`src/rtl/lfsr_vtg_pkg.sv`:
```
package lfsr_vtg_pkg;
  localparam int CNT_W = 16;
  localparam logic [CNT_W-1:0] SEED = '1;
  localparam int NUM_AXES = 2;
  localparam int AX_H = 0;
  localparam int AX_V = 1;
  localparam int TAP_A = CNT_W - 1;
  localparam int TAP_B = 4;
  localparam int TAP_C = 2;
  localparam int TAP_D = 1;
  localparam int MODE_W = 3;

  typedef enum logic [MODE_W-1:0] {
    MODE_RUN   = 3'd0,
    MODE_BLANK = 3'd1,
    MODE_OFF   = 3'd7
  } syncMode_e;

  typedef struct packed {
    logic load;
    logic run;
    logic show;
  } ctrlStrb_t;

  typedef struct packed {
    logic [CNT_W-1:0] endCnt;
    logic [CNT_W-1:0] dispStart;
    logic [CNT_W-1:0] dispEnd;
    logic [CNT_W-1:0] syncStart;
    logic [CNT_W-1:0] syncEnd;
  } axisCfg_t;

  function automatic logic [CNT_W-1:0] lfsrStep(input logic [CNT_W-1:0] s);
    return {s[CNT_W-2:0], s[TAP_A] ^ s[TAP_B] ^ s[TAP_C] ^ s[TAP_D]};
  endfunction
endpackage

```
`src/rtl/lfsr_vtg_ctrl.sv`:
```
module lfsr_vtg_ctrl
  import lfsr_vtg_pkg::*;
(
  input  logic              clk,
  input  logic              rst_n,
  input  logic              commit,
  input  logic [MODE_W-1:0] syncMode,
  output ctrlStrb_t         strb
);
  logic halted;
  logic modeOff;
  logic modeRun;

  assign modeOff = (syncMode == MODE_OFF);
  assign modeRun = (syncMode == MODE_RUN);

  // Halted from reset and power-down; only a commit outside power-down releases it.
  always_ff @(posedge clk or negedge rst_n) begin
    if (!rst_n) begin
      halted <= 1'b1;
    end else if (modeOff) begin
      halted <= 1'b1;
    end else if (commit) begin
      halted <= 1'b0;
    end
  end

  always_comb begin
    strb.load = commit | modeOff;
    strb.run  = ~halted;
    strb.show = ~halted & modeRun;
  end
endmodule

```
`src/rtl/lfsr_vtg_axis.sv`:
```
module lfsr_vtg_axis
  import lfsr_vtg_pkg::*;
(
  input  logic             clk,
  input  logic             rst_n,
  input  logic             load,
  input  logic             adv,
  input  axisCfg_t         cfg,
  output logic [CNT_W-1:0] cnt,
  output logic             atEnd,
  output logic             inSync,
  output logic             inDisp
);
  logic [CNT_W-1:0] nxt;

  assign atEnd = (cnt == cfg.endCnt);
  assign nxt   = atEnd ? SEED : lfsrStep(cnt);

  always_ff @(posedge clk or negedge rst_n) begin
    if (!rst_n) begin
      cnt    <= SEED;
      inSync <= 1'b0;
      inDisp <= 1'b0;
    end else if (load) begin
      cnt    <= SEED;
      inSync <= (SEED == cfg.syncStart);
      inDisp <= (SEED == cfg.dispStart);
    end else if (adv) begin
      cnt <= nxt;
      // Flags follow the state being entered, so they line up with the counter.
      if (nxt == cfg.syncStart)    inSync <= 1'b1;
      else if (nxt == cfg.syncEnd) inSync <= 1'b0;
      if (nxt == cfg.dispStart)    inDisp <= 1'b1;
      else if (nxt == cfg.dispEnd) inDisp <= 1'b0;
    end
  end
endmodule

```
`src/rtl/lfsr_vtg_dp.sv`:
```
module lfsr_vtg_dp
  import lfsr_vtg_pkg::*;
(
  input  logic             clk,
  input  logic             rst_n,
  input  ctrlStrb_t        strb,
  input  axisCfg_t         cfg [NUM_AXES],
  output logic [CNT_W-1:0] hCnt,
  output logic [CNT_W-1:0] vCnt,
  output logic             hsync,
  output logic             vsync,
  output logic             de
);
  logic [CNT_W-1:0] cnt    [NUM_AXES];
  logic [NUM_AXES-1:0] atEnd;
  logic [NUM_AXES-1:0] adv;
  logic [NUM_AXES-1:0] inSync;
  logic [NUM_AXES-1:0] inDisp;

  // Each axis advances when every faster axis is at its end state.
  always_comb begin
    adv[AX_H] = strb.run;
    for (int i = 1; i < NUM_AXES; i++) begin
      adv[i] = adv[i-1] & atEnd[i-1];
    end
  end

  for (genvar gi = 0; gi < NUM_AXES; gi++) begin : gAxis
    lfsr_vtg_axis u_axis (
      .clk    (clk),
      .rst_n  (rst_n),
      .load   (strb.load),
      .adv    (adv[gi]),
      .cfg    (cfg[gi]),
      .cnt    (cnt[gi]),
      .atEnd  (atEnd[gi]),
      .inSync (inSync[gi]),
      .inDisp (inDisp[gi])
    );
  end

  assign hCnt  = cnt[AX_H];
  assign vCnt  = cnt[AX_V];
  assign hsync = strb.show & inSync[AX_H];
  assign vsync = strb.show & inSync[AX_V];
  assign de    = strb.show & (&inDisp);
endmodule

```
`src/rtl/lfsr_vtg.sv`:
```
module lfsr_vtg
  import lfsr_vtg_pkg::*;
(
  input  logic              clk,
  input  logic              rst_n,
  input  logic              commit,
  input  logic [MODE_W-1:0] syncMode,
  input  logic [CNT_W-1:0]  hLineEnd,
  input  logic [CNT_W-1:0]  hDispStart,
  input  logic [CNT_W-1:0]  hDispEnd,
  input  logic [CNT_W-1:0]  hSyncStart,
  input  logic [CNT_W-1:0]  hSyncEnd,
  input  logic [CNT_W-1:0]  vFrameEnd,
  input  logic [CNT_W-1:0]  vDispStart,
  input  logic [CNT_W-1:0]  vDispEnd,
  input  logic [CNT_W-1:0]  vSyncStart,
  input  logic [CNT_W-1:0]  vSyncEnd,
  output logic              hsync,
  output logic              vsync,
  output logic              de
);
  ctrlStrb_t        strb;
  axisCfg_t         cfg [NUM_AXES];
  logic [CNT_W-1:0] hCnt;
  logic [CNT_W-1:0] vCnt;

  assign cfg[AX_H] = '{endCnt: hLineEnd, dispStart: hDispStart, dispEnd: hDispEnd,
                       syncStart: hSyncStart, syncEnd: hSyncEnd};
  assign cfg[AX_V] = '{endCnt: vFrameEnd, dispStart: vDispStart, dispEnd: vDispEnd,
                       syncStart: vSyncStart, syncEnd: vSyncEnd};

  lfsr_vtg_ctrl u_ctrl (
    .clk      (clk),
    .rst_n    (rst_n),
    .commit   (commit),
    .syncMode (syncMode),
    .strb     (strb)
  );

  lfsr_vtg_dp u_dp (
    .clk   (clk),
    .rst_n (rst_n),
    .strb  (strb),
    .cfg   (cfg),
    .hCnt  (hCnt),
    .vCnt  (vCnt),
    .hsync (hsync),
    .vsync (vsync),
    .de    (de)
  );
endmodule

```
`config.mk`:
```
export PLATFORM = sky130hd
export DESIGN_NAME = lfsr_vtg
export DESIGN_NICKNAME = d
export VERILOG_FILES = /design/src/rtl/lfsr_vtg_pkg.sv /design/src/rtl/lfsr_vtg_ctrl.sv /design/src/rtl/lfsr_vtg_axis.sv /design/src/rtl/lfsr_vtg_dp.sv /design/src/rtl/lfsr_vtg.sv
export SDC_FILE = /design/constraint.sdc
export NUM_CORES = 1
export LEC_CHECK = 0
export BUFFER_PORTS_ARGS = -buffer_cell sky130_fd_sc_hd__buf_2
export CAP_MARGIN = 20
export CORE_MARGIN = 4
export CORE_UTILIZATION = 40
export DETAILED_ROUTE_END_ITERATION = 10
export PLACE_DENSITY = 0.71
export SLEW_MARGIN = 0
export SYNTH_ARGS = -nofsm -noshare
export SYNTH_HDL_FRONTEND = slang
export SYNTH_HIERARCHICAL = 1
export SYNTH_SLANG_ARGS = --single-unit
```
`constraint.sdc`:
```
create_clock -name clk -period 5 [get_ports clk]
set_input_delay 1.25 -clock clk [delete_from_list [all_inputs] [get_ports clk]]
set_output_delay 1.25 -clock clk [all_outputs]
set_load 0.05 [all_outputs]
```
==> metrics.txt <==
reg2reg start u_dp/gAxis[0].u_axis/cnt[5]$_DFFE_PN1P_; total power 968.5 uW; # IOs 169; worst-margin pin slew 0.8567 ns; CP max-delay cell buf_4; Post-Syn Nets 880; WS Path Type primary input to flop; Placed Cells 1001; DP Wirelength 13730 um; Vias/cell 5.821; Synth Register Bits 37; Syn-to-layout area delta 20.28%; Yosys warning count 6; Clock Latency Late Sink 0.27 ns; Critical Path Start Type primary input; # resized after CTS 0; Cell Area, Synth 0.005047 mm2; RSZ-0062 raised after global routing false; buffers plus inverters on the worst setup path 2; most common cell after layout, fill and taps aside buf_2; clk buf depth 2; most frequent cells in the layout buf_2, nand2_1, xnor2_1, o21ai_0, nor2_1; Hold Path Cell Cnt 2; # rows 40; Slew headroom 42.89%; Worst Skew 0.005130 ns; hold_buf cts 0; Diodes inserted 0; Num CTS Buffers 5; Final period util 74.15%; Top delay family on crit path simple AND/OR/NAND/NOR gates; largest net degree at the start of global routing 81; Post-synth EDFFs 0; full die area 0.01448 mm2; crit path max fanout 80; Yosys cell types 54; DR iter-0 viols 547; Core Box Area 0.01216 mm2; non-filler cells, final 1009; Hold WS 0.5951 ns; Post-Synthesis Cells 714; layout cells sized above 1 27.94%; reg-to-reg endpoint u_dp/gAxis[0].u_axis/inDisp$_DFFE_PN0P_; DP Worst Slack 1.021 ns; worst endpoint data arrival time 3.90 ns; clk slew on worst S/H paths 0.06 ns; antenna violations before repair 2; Setup-failing EPs final 0; FMAX 269.7 MHz; Remaining DRCs 0; fin nets 1006; Post-Syn Area per Cell 7.069 um2; Hold Crit Start u_dp/gAxis[0].u_axis/cnt[15]$_DFFE_PN1P_; leak pwr 2.479 nW; maximum capacitance violations 0; r2r setup slk 1.67 ns; Async SR Flop Fraction 100.0%; via count 5873; TritonCTS clock tree done; setup bufs post-CTS 0; r2r worst-path depth 8; Buffers on Ports 168; CTS root buf clkbuf_16; Max Slew Vio Count 0; required time worst endpoint 5.19 ns; Die X 120.3 um; Routed Antenna Nets 0; Hold WC Path Type flop to flop; Critical Path Sink Type flop; register area share after synthesis 19.16%; wire length of the first global-routing pass 27880 um; Routed WL per cell 17.60 um; Total GRT Usage 23.56%; Synth Flop Type dfstp_2; fin crit period 3.707 ns; Clock H-tree levels 2; Starting Density 41.50%; die height 120.3 um; CTS Sinks 37; peak per-stage delay on the critical path 0.63 ns; outcome completed; DRT Pass-1 Iters 6; CP Cell Sequence buf_2 -> xnor2_1 -> nand4_1 -> nor4_4 -> buf_4 -> a21oi_1 -> or4b_1 -> or4_1 -> o211ai_1; Hold EP u_dp/gAxis[0].u_axis/cnt[15]$_DFFE_PN1P_; Routed WL 17760 um; setup TNS 0 ns; final hold vios 0; vias in the first global route 5476; Peak VDD IR 142.6 uV; Worst Slack Setup Final 1.293 ns; grt total ovfl 0; pwr dens 159.5 mW/mm2; gpl congestion 1.003
cell type report:
class / count / area, um2
Fill cell: 1250 / 6091
Multi-Input combinational cell: 592 / 3711
Sequential cell: 37 / 967.2
Timing Repair Buffer: 177 / 908.4
Tap cell: 168 / 210.2
Clock buffer: 7 / 142.6
Inverter: 27 / 101.3
Clock inverter: 1 / 30.03
Yosys cell counts (all sizes together) (10+ instances only):
cell type	n	area share [%]
nand2	102	7.6
o21ai	49	4.9
xnor2	48	8.3
nor2	36	2.7
dfstp	33	17
nor4	33	4.8
buf	32	3.4
xor2	32	5.6
inv	27	2.0
clkbuf	26	1.9
nand4	26	3.2
a21oi	24	2.4
nand3	23	2.3
o22ai	20	2.5
o211ai	16	2.4
nor2b	14	1.7
or3	14	1.7
and2	13	1.6
a31oi	12	1.5
or2	12	1.5
nor3	10	0.99
o41ai	10	1.7
metal layers:
metal	wire length, um	vias to the layer above	share of wire [%]	GRT usage [%]
met5	25	-	0.14	0
li1	-	2876	-	-
met3	1590	34	9.0	4.397
met1	7536	2696	42	31.55
met2	8247	263	46	39.13
met4	359	4	2.0	6.161
report_power, final:
part	internal, mW	leakage (nW)	switching (mW)
Sequential	0.310	0.403	0.0171
Clock	0.249	0.0841	0.118
Combinational	0.127	1.99	0.147
worst register-to-register path: stages, from the launching register on:
cell and delay (ns):
dfstp_2 0.70, xnor2_1 0.16, nand4_1 0.15, nor4_4 0.30, buf_4 0.63, a21oi_1 0.09
or4b_1 0.54, or4_1 0.50, o211ai_1 0.17
flip-flops by register name, summed over array words and instances, names as in the netlist:
register and cells:
u_dp/gAxis.u_axis/cnt 32, u_ctrl/halted 1, u_dp/gAxis.u_axis/inSync 2, u_dp/gAxis.u_axis/inDisp 2
worst max path at each step:
stage                 start                                      end  slack, ns  depth (start not counted)
3_3_place_gp   hLineEnd[10]  u_dp/gAxis[0].u_axis/inDisp$_DFFE_PN0P_       1.07                          9
5_1_grt        hLineEnd[10]  u_dp/gAxis[0].u_axis/inDisp$_DFFE_PN0P_       1.04                         10
6_report        hLineEnd[3]  u_dp/gAxis[0].u_axis/inDisp$_DFFE_PN0P_       1.29                          9
2_1_floorplan   hLineEnd[5]  u_dp/gAxis[1].u_axis/inDisp$_DFFE_PN0P_       0.90                         11
3_5_place_dp    hLineEnd[3]  u_dp/gAxis[0].u_axis/inDisp$_DFFE_PN0P_       1.02                          9
4_1_cts         hLineEnd[3]  u_dp/gAxis[0].u_axis/inDisp$_DFFE_PN0P_       1.30                          9
through the flow:
step / area, um2 / utilization, %
after detailed placement: 5898 / 48.50
after global placement: 5898 / 48.50
after global routing: 6071 / 49.92
after CTS: 6071 / 49.92
after floorplan: 5047 / -
final: 6071 / 49.92
kinds of logic after synthesis:
group                     Yosys count  synth area share (%)
buffers and inverters              85                 7.313
xor gates and xnor gates           80                 13.88
and+or+nand+nor                   323                 34.46
AOI/OAI and AO/OA                 185                 24.39
muxes                               4                0.7933
DFF                                37                 19.16
(Power assumes the default switching activity.)
